## config.mk

```make
export PLATFORM = sky130hd
export DESIGN_NAME = vec_operand_router
export DESIGN_NICKNAME = d
export VERILOG_FILES = /design/src/rtl/vop_pkg.sv /design/src/rtl/vop_pattern_table.sv /design/src/rtl/vop_src_index.sv /design/src/rtl/vop_swizzle.sv /design/src/rtl/vop_dst_decode.sv /design/src/rtl/vec_operand_router.sv
export SDC_FILE = /design/constraint.sdc
export NUM_CORES = 1
export LEC_CHECK = 0
export BUFFER_PORTS_ARGS = -buffer_cell sky130_fd_sc_hd__buf_2
export CORE_ASPECT_RATIO = 1.2
export CORE_MARGIN = 2
export CORE_UTILIZATION = 58
export CTS_CLUSTER_DIAMETER = 150
export CTS_CLUSTER_SIZE = 16
export DETAILED_ROUTE_END_ITERATION = 8
export HOLD_SLACK_MARGIN = 0.1
export PLACE_DENSITY = 0.87
export SYNTH_ARGS = -nofsm -noshare
export SYNTH_HDL_FRONTEND = slang
export SYNTH_SLANG_ARGS = --single-unit
```

## constraint.sdc

```tcl
create_clock -name clk_i -period 4.1 [get_ports clk_i]
set_input_delay 0.615 -clock clk_i [delete_from_list [all_inputs] [get_ports clk_i]]
set_output_delay 0.615 -clock clk_i [all_outputs]
set_load 0.01 [all_outputs]
```

## src/rtl/vop_pkg.sv

```systemverilog
package vop_pkg;
  localparam int COMP_W    = 24;
  localparam int N_COMP    = 4;
  localparam int SEL_W     = 2;
  localparam int VEC_W     = COMP_W * N_COMP;
  localparam int SRC_IW    = 7;
  localparam int DST_IW    = 5;
  localparam int AREG_W    = 8;
  localparam int PAT_AW    = 4;
  localparam int PAT_DEPTH = 1 << PAT_AW;
  localparam int SWZ_W     = N_COMP * SEL_W;
  localparam int PAT_W     = N_COMP + 2 * (SWZ_W + 1);
  localparam int REG_W     = 4;

  localparam logic [SRC_IW-1:0] TMP_BASE = SRC_IW'(16);
  localparam logic [SRC_IW-1:0] UNI_BASE = SRC_IW'(32);
  localparam logic [SRC_IW-1:0] UNI_CNT  = SRC_IW'(96);
  localparam logic [DST_IW-1:0] OUT_LIM  = DST_IW'(8);

  typedef struct packed {
    logic             neg2;
    logic [SWZ_W-1:0] sel2;
    logic             neg1;
    logic [SWZ_W-1:0] sel1;
    logic [N_COMP-1:0] mask;
  } pat_t;

  typedef enum logic [2:0] {
    SRC_IN  = 3'b001,
    SRC_TMP = 3'b010,
    SRC_UNI = 3'b100
  } src_kind_e;
endpackage

```

## src/rtl/vop_pattern_table.sv

```systemverilog
module vop_pattern_table
  import vop_pkg::*;
(
  input  logic              clk_i,
  input  logic              rst_ni,
  input  logic              we_i,
  input  logic [PAT_AW-1:0] waddr_i,
  input  pat_t              wdata_i,
  input  logic [PAT_AW-1:0] raddr_i,
  output pat_t              rdata_o
);
  pat_t ent_q [PAT_DEPTH];

  for (genvar e = 0; e < PAT_DEPTH; e++) begin : g_ent
    always_ff @(posedge clk_i or negedge rst_ni) begin
      if (!rst_ni)                                  ent_q[e] <= '0;
      else if (we_i && waddr_i == PAT_AW'(e))       ent_q[e] <= wdata_i;
    end
  end

  // Read sees pre-write contents on a same-cycle collision
  assign rdata_o = ent_q[raddr_i];

  p_write_lands_r7: assert property (@(posedge clk_i) disable iff (!rst_ni)
    we_i |=> ent_q[$past(waddr_i)] == $past(wdata_i));
endmodule

```

## src/rtl/vop_src_index.sv

```systemverilog
module vop_src_index
  import vop_pkg::*;
(
  input  logic [SRC_IW-1:0]        base_i,
  input  logic signed [AREG_W-1:0] ofs_i,
  output logic [SRC_IW-1:0]        eff_o,
  output src_kind_e                kind_o,
  output logic [SRC_IW-1:0]        local_o
);
  logic [SRC_IW-1:0] ofs_t;
  assign ofs_t = ofs_i[SRC_IW-1:0];
  assign eff_o = base_i + ofs_t;

  always_comb begin
    if (eff_o < TMP_BASE) begin
      kind_o  = SRC_IN;
      local_o = eff_o;
    end else if (eff_o < UNI_BASE) begin
      kind_o  = SRC_TMP;
      local_o = eff_o - TMP_BASE;
    end else begin
      kind_o  = SRC_UNI;
      local_o = eff_o - UNI_BASE;
    end
  end
endmodule

```

## src/rtl/vop_swizzle.sv

```systemverilog
module vop_swizzle
  import vop_pkg::*;
(
  input  logic [VEC_W-1:0] vec_i,
  input  logic [SWZ_W-1:0] sel_i,
  input  logic             neg_i,
  output logic [VEC_W-1:0] vec_o
);
  logic [COMP_W-1:0] lane [N_COMP];

  for (genvar g = 0; g < N_COMP; g++) begin : g_lane
    assign lane[g] = vec_i[g*COMP_W +: COMP_W];
  end

  for (genvar g = 0; g < N_COMP; g++) begin : g_out
    logic [COMP_W-1:0] pick;
    assign pick = lane[sel_i[g*SEL_W +: SEL_W]];
    // sign-bit flip only; exponent and mantissa untouched
    assign vec_o[g*COMP_W +: COMP_W] = {pick[COMP_W-1] ^ neg_i, pick[COMP_W-2:0]};
  end
endmodule

```

## src/rtl/vop_dst_decode.sv

```systemverilog
module vop_dst_decode
  import vop_pkg::*;
(
  input  logic [DST_IW-1:0] dst_i,
  output logic              out_en_o,
  output logic              tmp_en_o,
  output logic [REG_W-1:0]  reg_o
);
  assign out_en_o = dst_i < OUT_LIM;
  assign tmp_en_o = dst_i[DST_IW-1];
  assign reg_o    = dst_i[REG_W-1:0];
endmodule

```

## src/rtl/vec_operand_router.sv

```systemverilog
module vec_operand_router
  import vop_pkg::*;
(
  input  logic                clk_i,
  input  logic                rst_ni,
  input  logic                pat_we_i,
  input  logic [3:0]          pat_addr_i,
  input  logic [21:0]         pat_wdata_i,
  input  logic                instr_valid_i,
  input  logic [3:0]          desc_id_i,
  input  logic [6:0]          src1_sel_i,
  input  logic [6:0]          src2_sel_i,
  input  logic [1:0]          areg_sel_i,
  input  logic [7:0]          areg0_i,
  input  logic [7:0]          areg1_i,
  input  logic [4:0]          dst_sel_i,
  output logic [6:0]          src1_idx_o,
  output logic [2:0]          src1_type_o,
  output logic [6:0]          src1_local_o,
  output logic [6:0]          src2_idx_o,
  output logic [2:0]          src2_type_o,
  output logic [6:0]          src2_local_o,
  input  logic [95:0]         src1_data_i,
  input  logic [95:0]         src2_data_i,
  output logic                valid_o,
  output logic [95:0]         op1_o,
  output logic [95:0]         op2_o,
  output logic                wr_out_o,
  output logic                wr_tmp_o,
  output logic [3:0]          wr_reg_o,
  output logic [3:0]          wr_mask_o
);
  pat_t pat;
  vop_pattern_table u_tab (
    .clk_i   (clk_i),
    .rst_ni  (rst_ni),
    .we_i    (pat_we_i),
    .waddr_i (pat_addr_i),
    .wdata_i (pat_t'(pat_wdata_i)),
    .raddr_i (desc_id_i),
    .rdata_o (pat)
  );

  logic signed [AREG_W-1:0] ofs1;
  always_comb begin
    unique case (areg_sel_i)
      2'd1:    ofs1 = areg0_i;
      2'd2:    ofs1 = areg1_i;
      default: ofs1 = '0;
    endcase
  end

  logic [SRC_IW-1:0]        base_a [2];
  logic signed [AREG_W-1:0] ofs_a  [2];
  logic [SRC_IW-1:0]        eff_a  [2];
  src_kind_e                kind_a [2];
  logic [SRC_IW-1:0]        loc_a  [2];
  logic [VEC_W-1:0]         raw_a  [2];
  logic [VEC_W-1:0]         rt_a   [2];
  logic [SWZ_W-1:0]         sel_a  [2];
  logic                     neg_a  [2];

  assign base_a[0] = src1_sel_i;
  assign base_a[1] = src2_sel_i;
  assign ofs_a[0]  = ofs1;
  assign ofs_a[1]  = '0;
  assign raw_a[0]  = src1_data_i;
  assign raw_a[1]  = src2_data_i;
  assign sel_a[0]  = pat.sel1;
  assign sel_a[1]  = pat.sel2;
  assign neg_a[0]  = pat.neg1;
  assign neg_a[1]  = pat.neg2;

  for (genvar s = 0; s < 2; s++) begin : g_src
    vop_src_index u_idx (
      .base_i  (base_a[s]),
      .ofs_i   (ofs_a[s]),
      .eff_o   (eff_a[s]),
      .kind_o  (kind_a[s]),
      .local_o (loc_a[s])
    );
    vop_swizzle u_swz (
      .vec_i (raw_a[s]),
      .sel_i (sel_a[s]),
      .neg_i (neg_a[s]),
      .vec_o (rt_a[s])
    );
  end

  assign src1_idx_o   = eff_a[0];
  assign src1_type_o  = kind_a[0];
  assign src1_local_o = loc_a[0];
  assign src2_idx_o   = eff_a[1];
  assign src2_type_o  = kind_a[1];
  assign src2_local_o = loc_a[1];

  logic             d_out, d_tmp;
  logic [REG_W-1:0] d_reg;
  vop_dst_decode u_dst (
    .dst_i    (dst_sel_i),
    .out_en_o (d_out),
    .tmp_en_o (d_tmp),
    .reg_o    (d_reg)
  );

  logic wr_any;
  assign wr_any = instr_valid_i & (d_out | d_tmp);

  always_ff @(posedge clk_i or negedge rst_ni) begin
    if (!rst_ni) begin
      valid_o   <= 1'b0;
      op1_o     <= '0;
      op2_o     <= '0;
      wr_out_o  <= 1'b0;
      wr_tmp_o  <= 1'b0;
      wr_reg_o  <= '0;
      wr_mask_o <= '0;
    end else begin
      valid_o   <= instr_valid_i;
      wr_out_o  <= instr_valid_i & d_out;
      wr_tmp_o  <= instr_valid_i & d_tmp;
      wr_reg_o  <= wr_any ? d_reg : '0;
      wr_mask_o <= wr_any ? pat.mask : '0;
      if (instr_valid_i) begin
        op1_o <= rt_a[0];
        op2_o <= rt_a[1];
      end
    end
  end

  // assertion support: marks the first edge after reset release
  logic started_q;
  always_ff @(posedge clk_i or negedge rst_ni) begin
    if (!rst_ni) started_q <= 1'b0;
    else         started_q <= 1'b1;
  end

  p_latency_r8: assert property (@(posedge clk_i) disable iff (!rst_ni)
    started_q |-> valid_o == $past(instr_valid_i));
  p_idle_quiet_r8: assert property (@(posedge clk_i) disable iff (!rst_ni)
    !valid_o |-> (!wr_out_o && !wr_tmp_o && wr_mask_o == '0));
  p_one_bank_r5: assert property (@(posedge clk_i) disable iff (!rst_ni)
    $onehot0({wr_out_o, wr_tmp_o}));
  p_mask_gate_r6: assert property (@(posedge clk_i) disable iff (!rst_ni)
    (wr_mask_o != '0) |-> (wr_out_o || wr_tmp_o));
  p_src2_flat_r3: assert property (@(posedge clk_i) disable iff (!rst_ni)
    instr_valid_i |-> src2_idx_o == src2_sel_i);
  p_uni_range_r4: assert property (@(posedge clk_i) disable iff (!rst_ni)
    (src1_type_o == SRC_UNI) |-> src1_local_o < UNI_CNT);
endmodule

```

==> impl_metrics.tcl, run 1 <==
set metrics [dict create \
    clkLatencyLatePin_ps 580 \
    synth_cell_types 42 \
    core_area_sq_um 52490 \
    r2r-end "op1_o[29]" \
    wl_per_cell_um 25.18 \
    area_overhead_vs_synth_pct 13.65 \
    fin_area_sq_um 34910 \
    worst_setup_path_end_kind "primary output" \
    antenna_violating_nets_post_route 0 \
    grt_first_pass_wirelength_um 128900 \
    crit_path_start "areg_sel_i[0]" \
    crit_path_start_kind "input pin" \
    timing.setup.critical_path_class "in2out" \
    report.final.slew_viol_count 0 \
    maximum_capacitance_violations 0 \
    critical-path-top-delay-family "adder cells" \
    globalRoute.totalOverflow 0 \
    cpMaxStageDelayCell "sky130_fd_sc_hd__or3_4" \
    synthCells 2202 \
    cp_slowest_stage_delay_ps 330 \
    setup_viol 0 \
    report.power.total_mw 18.17 \
    timing.critical_path.required_ps 3480 \
    io_pins 500 \
    clock_tree.root_cell "sky130_fd_sc_hd__clkbuf_16" \
    rows 92 \
    hold_path_end "wr_out_o" \
    fin_nets 2902 \
    ys_top_cells_by_area "sky130_fd_sc_hd__dfrtp_1 (45%), sky130_fd_sc_hd__mux2i_1 (20%), sky130_fd_sc_hd__mux2_2 (20%)" \
    die-width_um 214.1 \
    netlist.top_cell.by_area "sky130_fd_sc_hd__dfrtp_1" \
    routed_wirelength_um 84150 \
    p_leak_nw 16.02 \
    cts.sinks 555 \
    place_worst_setup_slack_ps -45.83 \
    post-route-min-period_ps 3987 \
    critical_path.reg2reg.startpoint "u_tab.ent_q[248]" \
    max-vdd-ir-drop_uv 433.4 \
    arrival_ps 3370 \
    routed-via-count 20820 \
    synth_area_per_cell_sq_um 13.95 \
    timing.hold.worst.class "in2reg" \
    initial_antenna_violation_count 21 \
    clock_tree_from_tritoncts "built" \
    firstDrtPassIters 5 \
    max-slew-margin-rel_pct 29.09 \
    clockBufferDepth 3 \
    via_per_instance_ratio 6.231 \
    critical_path_buf_inv_count 4 \
    synth_largest_type_area_fraction_pct 45.21 \
    final_worst_path_setup_slack_ps 113.3 \
    min_path_cells 2 \
    timing.setup.tns_ps 0 \
    chipHeight_um 256.1 \
    synth_edf_count 0 \
    final_layout_size_suffix_gt1_share_pct 48.67 \
    synthesis.yosys.warnings 0 \
    synth.yosys.seq_area_share_pct 45.21 \
    r2r_cells 8 \
    hold_start "dst_sel_i[3]" \
    initial_utilization_pct 58.52 \
    setup.reg_to_reg.worst_slack_ps 1110 \
    first_global_vias 22300 \
    drc 0 \
    path_max_fanout 4 \
    worst_slew_pin_slew_ps 1062 \
    numCtsBuffers 40 \
    crit_path_cell_trace "buf_2 > inv_1 > ha_4 > a22oi_2 > nor2_1 > ha_2 > inv_2 > fa_2 > nor2b_1 > o21ai_1 > a21boi_1 > o21a_1 > or3_4 > and2_4 > ha_2 > nor2b_1 > a31oi_1 > buf_2" \
    finalWeightedCongestion 0.9416 \
    post-synth-top-count-cell "sky130_fd_sc_hd__mux2i_1" \
    clock_pin_slew_reported_for_the_worst_setup_and_hold_paths_after_clock_tree_synthesis_ps 70 \
    power_density_nw_per_um2 520.4 \
    overall_fraction_of_global_route_tracks_in_use_pct 30.01 \
    postLayoutCoreUtil_pct 66.51 \
    htree_num_levels 2 \
    dpl-instance-area_sq_um 33770 \
    mappedNetlistNets 2479 \
    buffers_on_ports 485 \
    grt_start_max_net_pins 132 \
    synth-main-ff-cell "sky130_fd_sc_hd__dfrtp_1" \
    syn_area_sq_um 30720 \
    synth_top_cells_by_count "sky130_fd_sc_hd__mux2i_1 (625), sky130_fd_sc_hd__dfrtp_1 (555), sky130_fd_sc_hd__mux2_2 (554)" \
    asyncSetResetFlopFracSynth_pct 100.0 \
    fin_crit_sh_pct 97.24 \
    detailedRoute.firstIterationViolations 1424 \
    hpwlAfterDp_um 57290 \
    achievable-frequency_mhz 250.8 \
    hold_violations 0 \
    count_of_fill_cells_added_during_filler_insertion 3728 \
    synth-seq-cells 555 \
    timing.clock.skew_ps 13.24 \
    run_status "finished, final reports clean" \
    die_area_sq_um 54820 \
]
[registers in the layout (all words and copies together), names as in the netlist]
name / cells
wr_out_o: 1
wr_tmp_o: 1
wr_mask_o: 4
valid_o: 1
wr_reg_o: 4
op2_o: 96
op1_o: 96
u_tab.ent_q: 352
[power breakdown]
| part | switching [mW] | internal (mW) |
|---|---|---|
| clock network | 1.90 | 1.74 |
| registers | 0.811 | 6.97 |
| logic | 3.34 | 3.41 |
[kinds of logic (layout without fill, tap and decap cells)]
logic type / after synthesis / in the layout / synth area share (%)
mux: 1271 / 1271 / 47.13
flops: 555 / 555 / 45.21
buf+inv: 209 / 633 / 4.081
simple gates: 101 / 101 / 1.690
compound gates: 46 / 46 / 1.120
fa+ha+maj: 14 / 14 / 0.5947
xor+xnor: 6 / 6 / 0.1711
other cells: 0 / 11 / 0
[layout by cell type, fill, tap and decap left out, types with 11 or more instances in the layout]
cell and instances:
sky130_fd_sc_hd__mux2i_1 617, sky130_fd_sc_hd__dfrtp_1 555, sky130_fd_sc_hd__mux2_2 554, sky130_fd_sc_hd__buf_2 481, sky130_fd_sc_hd__mux4_2 76, sky130_fd_sc_hd__buf_4 64, sky130_fd_sc_hd__clkbuf_16 40, sky130_fd_sc_hd__inv_1 27
sky130_fd_sc_hd__nand3_1 19, sky130_fd_sc_hd__mux2i_4 16, sky130_fd_sc_hd__nand2_1 15, sky130_fd_sc_hd__a22oi_1 14, sky130_fd_sc_hd__buf_12 14, sky130_fd_sc_hd__nor2_1 13, sky130_fd_sc_hd__diode_2 11
[per-stage QoR]
step / hold WS (ps) / cells
after floorplan: 319.4 / 2202
after global placement: 481.6 / 3286
after detailed placement: 489.4 / 3286
after CTS: 203.1 / 3330
after global routing: 228.3 / 3342
final: 237.3 / 3342
[metal layers]
layer	GRT usage (%)	share of wire, %	vias to the layer above
met2	51.75	51	753
met5	0	0.078	-
met1	36.99	39	10820
met3	5.039	5.7	248
met4	13.87	4.6	12
li1	-	-	8992
[cell type report]
type | instances | area [sq um] | area share, %
flip-flops and latches | 555 | 13890 | 39.78
clock buffers | 40 | 1001 | 2.867
clock inverters | 3 | 32.53 | 0.09318
repair buffers | 562 | 3207 | 9.186
multi-input cells | 1438 | 15770 | 45.17
diodes | 11 | 27.53 | 0.07885
well taps | 705 | 882.1 | 2.527
inverters | 28 | 105.1 | 0.3011
[repair_timing]
action	4_1_cts	5_1_grt
gates resized for setup	1	16
hold endpoints to repair	55	0
setup endpoints to repair	2	5
pin swaps	0	9
setup buffers	0	1
hold buffers	1	0
[worst max-delay path by stage]
stage	end	cells past startpoint
2_1_floorplan	src1_local_o[5]	18
3_3_place_gp	src1_local_o[5]	19
3_5_place_dp	src1_local_o[5]	19
4_1_cts	src1_local_o[5]	19
5_1_grt	src1_local_o[5]	19
6_report	src1_local_o[6]	18
Note: power is estimated with default switching activity, not from simulation.
==> run 2: changes to the inputs <==
Settings changed: BUFFER_PORTS_ARGS -buffer_cell sky130_fd_sc_hd__buf_2 to -buffer_cell sky130_fd_sc_hd__buf_4.
==> impl_metrics.tcl, run 2 (synthesized netlist as in run 1, its figures left out) <==
set metrics [dict create \
    run_status "finished, final reports clean" \
    p_leak_nw 16.47 \
    initial_utilization_pct 58.52 \
    clkLatencyLatePin_ps 590 \
    worst_slew_pin_slew_ps 1204 \
    internal_power_mw 12.69 \
    timing.hold.worst.class "in2reg" \
    clockBufferDepth 3 \
    routed_wirelength_um 85180 \
    max-slew-margin-rel_pct 18.00 \
    path_max_fanout 4 \
    pwr-share-seq_pct 41.6 \
    area_overhead_vs_synth_pct 17.83 \
    initial_antenna_violation_count 8 \
    hpwlAfterDp_um 57880 \
    hold_path_end "wr_out_o" \
    clock_tree.root_cell "sky130_fd_sc_hd__clkbuf_16" \
    grt_first_pass_wirelength_um 130900 \
    crit_path_cell_trace "buf_4 > ha_1 > a22oi_1 > nor2_1 > ha_1 > nor2b_2 > o21ai_2 > a21boi_1 > o21a_1 > or3_4 > and2_4 > ha_1 > nor2b_1 > a31oi_1 > buf_4" \
    globalRoute.totalOverflow 0 \
    r2r_cells 6 \
    crit_path_frequent_cell "sky130_fd_sc_hd__ha_1" \
    first_global_vias 22100 \
    chipHeight_um 256.1 \
    fin_area_sq_um 36190 \
    core_area_sq_um 52490 \
    fin_nets 2902 \
    biggestRegsByFlops "u_tab.ent_q (352), op1_o (96), op2_o (96)" \
    report.power.total_mw 18.81 \
    registers.top_by_ff_count "u_tab.ent_q" \
    timing.critical_path.required_ps 3480 \
    layout_common_cells "sky130_fd_sc_hd__mux2i_1 (617), sky130_fd_sc_hd__dfrtp_1 (555), sky130_fd_sc_hd__mux2_2 (554), sky130_fd_sc_hd__buf_4 (539), sky130_fd_sc_hd__mux4_2 (76)" \
    critical-path-top-delay-family "simple AND/OR/NAND/NOR gates" \
    largest_register_ffs 352 \
    critical_path_buf_inv_count 2 \
    crit_path_start "areg_sel_i[0]" \
    antenna_violating_nets_post_route 0 \
    wl_per_cell_um 25.53 \
    timing.clock.skew_ps 24.95 \
    clock_power_share_pct 19.9 \
    power_density_nw_per_um2 519.6 \
    power.switching_mw 6.114 \
    detailedRoute.firstIterationViolations 1469 \
    dpl-instance-area_sq_um 35050 \
    final_layout_size_suffix_gt1_share_pct 48.57 \
    timing.setup.tns_ps 0 \
    power.combinational.fraction_pct 38.6 \
    grt_start_max_net_pins 113 \
    firstDrtPassIters 5 \
    seqCellArea_sq_um 13890 \
    cts.sinks 555 \
    worst_setup_path_end_kind "primary output" \
    timing.setup.critical_path_class "in2out" \
    critical_path.reg2reg.startpoint "u_tab.ent_q[161]" \
    min_path_cells 2 \
    cpMaxStageDelayCell "sky130_fd_sc_hd__or3_4" \
    finalWeightedCongestion 0.9203 \
    setup_viol 0 \
    hold_violations 0 \
    die_area_sq_um 54820 \
    rows 92 \
    clock_tree_from_tritoncts "built" \
    hold_start "dst_sel_i[3]" \
    clock_pin_slew_reported_for_the_worst_setup_and_hold_paths_after_clock_tree_synthesis_ps 70 \
    cp_slowest_stage_delay_ps 340 \
    routed-via-count 20770 \
    swShare_pct 32.51 \
    arrival_ps 3420 \
    holdWs_ps 193.2 \
    r2r-end "op1_o[41]" \
    buffers_on_ports 485 \
    most_common_library_cell_in_the_layout_ignoring_fill_and_taps "sky130_fd_sc_hd__mux2i_1" \
    maximum_capacitance_violations 0 \
    io_pins 500 \
    count_of_fill_cells_added_during_filler_insertion 3611 \
    overall_fraction_of_global_route_tracks_in_use_pct 30.55 \
    achievable-frequency_mhz 247.6 \
    postLayoutCoreUtil_pct 68.96 \
    crit_path_start_kind "input pin" \
    post-route-min-period_ps 4039 \
    report.final.slew_viol_count 0 \
    drc 0 \
    max-vdd-ir-drop_uv 479.6 \
    htree_num_levels 2 \
    fin_crit_sh_pct 98.52 \
    via_per_instance_ratio 6.224 \
    numCtsBuffers 40 \
    setup.reg_to_reg.worst_slack_ps 1540 \
    die-width_um 214.1 \
    multi_input_area_sq_um 15750 \
]
run 2: cell count changes in the layout (fill, tap and decap cells not counted), moves of 2 or more:
cell	before	now
sky130_fd_sc_hd__buf_12	14	20
sky130_fd_sc_hd__buf_2	481	0
sky130_fd_sc_hd__buf_4	64	539
sky130_fd_sc_hd__clkbuf_16	40	42
sky130_fd_sc_hd__diode_2	11	5
sky130_fd_sc_hd__ha_1	9	12
sky130_fd_sc_hd__ha_4	2	0
run 2: area by class of cell:
cell class                      count  area share, %
Antenna cell                        5        0.03457
Multi-Input combinational cell   1438          43.50
Tap cell                          705          2.437
Clock buffer                       42          2.904
Sequential cell                   555          38.37
Inverter                           28         0.2904
Clock inverter                      2        0.06568
Timing Repair Buffer              562          12.39
run 2: worst max-delay path by stage:
stage                            endpoint  slack (ps)  depth (start not counted)
after global routing      src1_local_o[6]         -70                         16
after global placement    src1_local_o[5]          10                         19
after detailed placement  src1_local_o[5]        -130                         19
final                     src1_local_o[6]          60                         15
after floorplan           src1_local_o[5]          80                         18
after CTS                 src1_local_o[6]           3                         18
run 2: what timing repair did:
| action | CTS | global route |
|---|---|---|
| pin swaps | 4 | 6 |
| hold buffers | 1 | 0 |
| hold endpoints to repair | 7 | 0 |
| resized for setup | 4 | 9 |
| buffers inserted | 1 | 0 |
| setup endpoints to repair | 3 | 4 |
run 2: power by group through the flow:
| stage | Sequential [mW] | Clock [mW] | Combinational [mW] |
|---|---|---|---|
| after floorplan | 7.97 | 0 | 4.24 |
| after global placement | 7.76 | 0 | 6.97 |
| after detailed placement | 7.89 | 0 | 7.21 |
| after CTS | 7.80 | 3.80 | 7.26 |
| after global routing | 7.97 | 3.99 | 7.65 |
| final | 7.82 | 3.74 | 7.25 |
run 2: routing by layer:
| metal | wire (um) | share of wire, % | global-route usage (%) | vias up |
|---|---|---|---|---|
| met5 | 41 | 0.048 | 0 | - |
| met4 | 3462 | 4.1 | 12.83 | 6 |
| met3 | 4525 | 5.3 | 4.765 | 206 |
| met2 | 43910 | 52 | 53.27 | 708 |
| met1 | 33250 | 39 | 37.89 | 10860 |
| li1 | - | - | - | 8987 |
run 2: stage by stage:
step | setup WS [ps] | instances
after floorplan | 76.42 | 2202
after global placement | 11.37 | 3286
after detailed placement | -132.4 | 3286
after CTS | 3.252 | 3332
after global routing | -65.26 | 3337
final | 60.71 | 3337
==> run 3: changes to the inputs <==
Settings changed: CTS_BUF_LIST from default to sky130_fd_sc_hd__clkbuf_4 sky130_fd_sc_hd__clkbuf_8 sky130_fd_sc_hd__clkbuf_16, HOLD_SLACK_MARGIN 0.1 to 0.03, MAX_ROUTING_LAYER from default to met4.
==> impl_metrics.tcl, run 3 <==
set metrics [dict create \
    globalRoute.totalOverflow 0 \
    grt_start_max_net_pins 114 \
    run_status "aborted with a tool error" \
    cts.sinks 555 \
    die-width_um 214.1 \
    mappedNetlistNets 2479 \
    initial_utilization_pct 58.52 \
    numCtsBuffers 40 \
    synthCells 2202 \
    synth.yosys.seq_area_share_pct 45.21 \
    synth-main-ff-cell "sky130_fd_sc_hd__dfrtp_1" \
    grt_first_pass_wirelength_um 132600 \
    hpwlAfterDp_um 58780 \
    synth-seq-cells 555 \
    buffers_on_ports 485 \
    asyncSetResetFlopFracSynth_pct 100.0 \
    synth_top_cells_by_count "sky130_fd_sc_hd__mux2i_1 (625), sky130_fd_sc_hd__dfrtp_1 (555), sky130_fd_sc_hd__mux2_2 (554)" \
    ys_top_cells_by_area "sky130_fd_sc_hd__dfrtp_1 (45%), sky130_fd_sc_hd__mux2i_1 (20%), sky130_fd_sc_hd__mux2_2 (20%)" \
    synth_cell_types 42 \
    finalWeightedCongestion 0.9683 \
    synth_largest_type_area_fraction_pct 45.21 \
    initial_antenna_violation_count 5 \
    rows 92 \
    overall_fraction_of_global_route_tracks_in_use_pct 32.00 \
    synthesis.yosys.warnings 0 \
    synth_area_per_cell_sq_um 13.95 \
    ctsHoldBuffers 0 \
    post-synth-top-count-cell "sky130_fd_sc_hd__mux2i_1" \
    first_global_vias 22260 \
    netlist.top_cell.by_area "sky130_fd_sc_hd__dfrtp_1" \
    cts_setup_buffers 0 \
    io_pins 500 \
    haltStage "5_2_route" \
    clockBufferDepth 3 \
    htree_num_levels 2 \
    chipHeight_um 256.1 \
    clock_tree.root_cell "sky130_fd_sc_hd__clkbuf_16" \
    place.detailed.instances 3292 \
    syn_area_sq_um 30720 \
    grt_repair_worst_endpoint "src1_local_o[5]" \
    firstError "[ERROR DRT-0255] Maze Route cannot find path of net src2_data_i[70] in worker of routeBox ( 193200 0 ) ( 214080 48300 )." \
    synth_edf_count 0 \
    worstEpCategory "primary output" \
]
[run 3: cell counts after synthesis]
Identical to the previous run, type by type.
[run 3: metal layers]
layer / global-route usage [%]
met3: 5.775
met5: -
met4: 13.72
met2: 54.09
met1: 37.68
[run 3: stage by stage]
stage | hold slack, ps | cell area [sq um] | worst slack, ps | util (%)
5_1_grt | 192.6 | 36210 | -68.27 | 68.99
4_1_cts | 143.5 | 36160 | 24.10 | 68.89
3_5_place_dp | 489.1 | 35090 | -32.15 | 66.85
3_3_place_gp | 481.5 | 35090 | 16.53 | 66.85
2_1_floorplan | 319.4 | 30720 | 76.42 | -
[run 3: what timing repair did]
action | 4_1_cts | 5_1_grt
resized for setup | 1 | 13
pin swaps | 0 | 8
hold endpoints to repair | 0 | 0
endpoints found under the setup margin | 1 | 4
[run 3: cells by family after synthesis]
| family | Yosys count | share of synthesized area, % |
|---|---|---|
| mux | 1271 | 47.13 |
| flops | 555 | 45.21 |
| buf+inv | 209 | 4.081 |
| simple gates | 101 | 1.690 |
| compound gates | 46 | 1.120 |
| fa+ha+maj | 14 | 0.5947 |
| xor+xnor | 6 | 0.1711 |
==> run 4: changes to the inputs <==
Settings changed: CORE_ASPECT_RATIO 1.2 to default, CORE_UTILIZATION 58 to 40, CTS_BUF_LIST sky130_fd_sc_hd__clkbuf_4 sky130_fd_sc_hd__clkbuf_8 sky130_fd_sc_hd__clkbuf_16 to default, CTS_CLUSTER_DIAMETER 150 to default, CTS_CLUSTER_SIZE 16 to default, HOLD_SLACK_MARGIN 0.03 to default, MAX_ROUTING_LAYER met4 to default, PLACE_DENSITY 0.87 to default, PLACE_DENSITY_LB_ADDON from default to 0.15.
==> impl_metrics.tcl, run 4 (synthesized netlist as in run 1, its figures left out) <==
set metrics [dict create \
    run_status "finished, final reports clean" \
    timing.clock.skew_ps 24.46 \
    layout_common_cells "sky130_fd_sc_hd__mux2i_1 (617), sky130_fd_sc_hd__dfrtp_1 (555), sky130_fd_sc_hd__mux2_2 (554), sky130_fd_sc_hd__buf_4 (547), sky130_fd_sc_hd__mux4_2 (76)" \
    routed_wirelength_um 91130 \
    postLayoutCoreUtil_pct 49.89 \
    globalRoute.totalOverflow 0 \
    timing.critical_path.required_ps 3480 \
    timing.hold.worst.class "in2async" \
    dpl-instance-area_sq_um 35610 \
    chipHeight_um 281.1 \
    initial_antenna_violation_count 17 \
    r2r_cells 6 \
    drc 0 \
    seqCellArea_sq_um 13890 \
    wl_per_cell_um 24.28 \
    setup_viol 0 \
    clockBufferDepth 3 \
    timing.setup.tns_ps 0 \
    max-vdd-ir-drop_uv 339.1 \
    internal_power_mw 14.50 \
    biggestRegsByFlops "u_tab.ent_q (352), op1_o (96), op2_o (96)" \
    achievable-frequency_mhz 251.0 \
    largest_register_ffs 352 \
    timing.setup.critical_path_class "in2out" \
    critical_path.reg2reg.startpoint "u_tab.ent_q[137]" \
    cts.sinks 555 \
    via_per_instance_ratio 5.421 \
    die-width_um 281.1 \
    overall_fraction_of_global_route_tracks_in_use_pct 22.81 \
    max-slew-margin-rel_pct 27.88 \
    rows 101 \
    firstDrtPassIters 4 \
    most_common_library_cell_in_the_layout_ignoring_fill_and_taps "sky130_fd_sc_hd__mux2i_1" \
    antenna_violating_nets_post_route 0 \
    final_layout_size_suffix_gt1_share_pct 49.72 \
    first_global_vias 21810 \
    core_area_sq_um 75950 \
    crit_path_frequent_cell "sky130_fd_sc_hd__ha_2" \
    grt_first_pass_wirelength_um 136900 \
    arrival_ps 3370 \
    detailedRoute.firstIterationViolations 954 \
    report.final.slew_viol_count 0 \
    multi_input_area_sq_um 15730 \
    crit_path_cell_trace "buf_4 > inv_1 > ha_2 > a22oi_2 > nor2_2 > ha_2 > inv_1 > fa_2 > nor2b_1 > o21ai_1 > a21boi_1 > o21a_1 > or3_1 > and2_1 > ha_2 > nand2_1 > mux2i_1 > a211oi_2 > buf_4" \
    clkLatencyLatePin_ps 610 \
    hpwlAfterDp_um 61400 \
    registers.top_by_ff_count "u_tab.ent_q" \
    routed-via-count 20350 \
    p_leak_nw 17.11 \
    worst_slew_pin_slew_ps 1059 \
    grt_start_max_net_pins 98 \
    place_worst_setup_slack_ps -55.94 \
    area_overhead_vs_synth_pct 23.36 \
    critical-path-top-delay-family "compound AO/OA/AOI/OAI gates" \
    finalWeightedCongestion 0.8637 \
    power.switching_mw 6.554 \
    clock_tree_from_tritoncts "built" \
    fin_area_sq_um 37890 \
    numCtsBuffers 66 \
    cpMaxStageDelayCell "sky130_fd_sc_hd__or3_1" \
    post-route-min-period_ps 3984 \
    cp_slowest_stage_delay_ps 320 \
    clock_tree.root_cell "sky130_fd_sc_hd__clkbuf_16" \
    swShare_pct 31.13 \
    buffers_on_ports 485 \
    clock_pin_slew_reported_for_the_worst_setup_and_hold_paths_after_clock_tree_synthesis_ps 50 \
    fin_crit_sh_pct 97.17 \
    pwr-share-seq_pct 37.0 \
    setup.reg_to_reg.worst_slack_ps 1520 \
    power_density_nw_per_um2 555.6 \
    die_area_sq_um 79030 \
    htree_num_levels 3 \
    crit_path_start_kind "input pin" \
    count_of_fill_cells_added_during_filler_insertion 6634 \
    final_worst_path_setup_slack_ps 115.9 \
    critical_path_buf_inv_count 4 \
    r2r-end "op1_o[14]" \
    clock_power_share_pct 28.3 \
    fin_nets 2940 \
    path_max_fanout 4 \
    io_pins 500 \
    initial_utilization_pct 40.44 \
    power.combinational.fraction_pct 34.7 \
    worst_setup_path_end_kind "primary output" \
    hold_violations 0 \
    maximum_capacitance_violations 0 \
]
==> run 4: what timing repair did <==
| action | 4_1_cts | 5_1_grt |
|---|---|---|
| endpoints found under the setup margin | 1 | 4 |
| resized for setup | 1 | 9 |
| pin swaps | 1 | 7 |
| hold buffers | 0 | 0 |
| hold endpoints to repair | 0 | 0 |
| setup buffers | 1 | 1 |
==> run 4: worst reg2reg max path: stages (launching register included) <==
cell	delay (ps)
sky130_fd_sc_hd__dfrtp_1	350
sky130_fd_sc_hd__mux4_2	240
sky130_fd_sc_hd__mux2i_1	120
sky130_fd_sc_hd__mux2i_4	660
sky130_fd_sc_hd__buf_4	550
sky130_fd_sc_hd__mux2i_1	380
sky130_fd_sc_hd__mux2_2	220
==> run 4: power by group through the flow <==
stage | registers, mW | logic (mW) | clock network (mW)
final | 7.78 | 7.31 | 5.96
after global routing | 7.97 | 7.83 | 6.37
after CTS | 7.78 | 7.40 | 6.15
after detailed placement | 7.87 | 7.38 | 0
after global placement | 7.78 | 7.23 | 0
after floorplan | 7.97 | 4.24 | 0
==> run 4: layout make-up <==
cell class | count | share of cell area, %
clock buffers | 95 | 5.154
flip-flops and latches | 555 | 36.65
clock inverters | 23 | 0.6901
well taps | 1030 | 3.401
diodes | 11 | 0.07264
repair buffers | 574 | 12.23
inverters | 28 | 0.2774
multi-input cells | 1438 | 41.52
==> run 4: worst max-delay path by stage <==
| stage | startpoint | to | slack (ps) | cells past startpoint |
|---|---|---|---|---|
| detailed placement | areg_sel_i[0] | src1_local_o[5] | -60 | 19 |
| floorplan | areg_sel_i[0] | src1_local_o[5] | 80 | 18 |
| CTS | areg_sel_i[0] | src1_local_o[5] | 20 | 19 |
| global placement | areg_sel_i[0] | src1_local_o[5] | -7 | 19 |
| global route | areg_sel_i[0] | src1_local_o[5] | -60 | 19 |
| finish | areg_sel_i[0] | src1_local_o[5] | 120 | 19 |
==> run 4: routing by layer <==
metal | GRT usage (%) | share of wire (%)
met5 | 0 | 0.076
met2 | 38.27 | 49
met1 | 28.50 | 41
met3 | 4.381 | 4.8
met4 | 10.30 | 4.5
==> run 4: per-stage QoR <==
step           hold WS (ps)  std cells  power, mW
2_1_floorplan         319.4       2202      12.21
3_3_place_gp          481.6       3623      15.01
3_5_place_dp          488.3       3623      15.25
4_1_cts               90.74       3742      21.32
5_1_grt               103.9       3754      22.16
6_report              51.07       3754      21.05
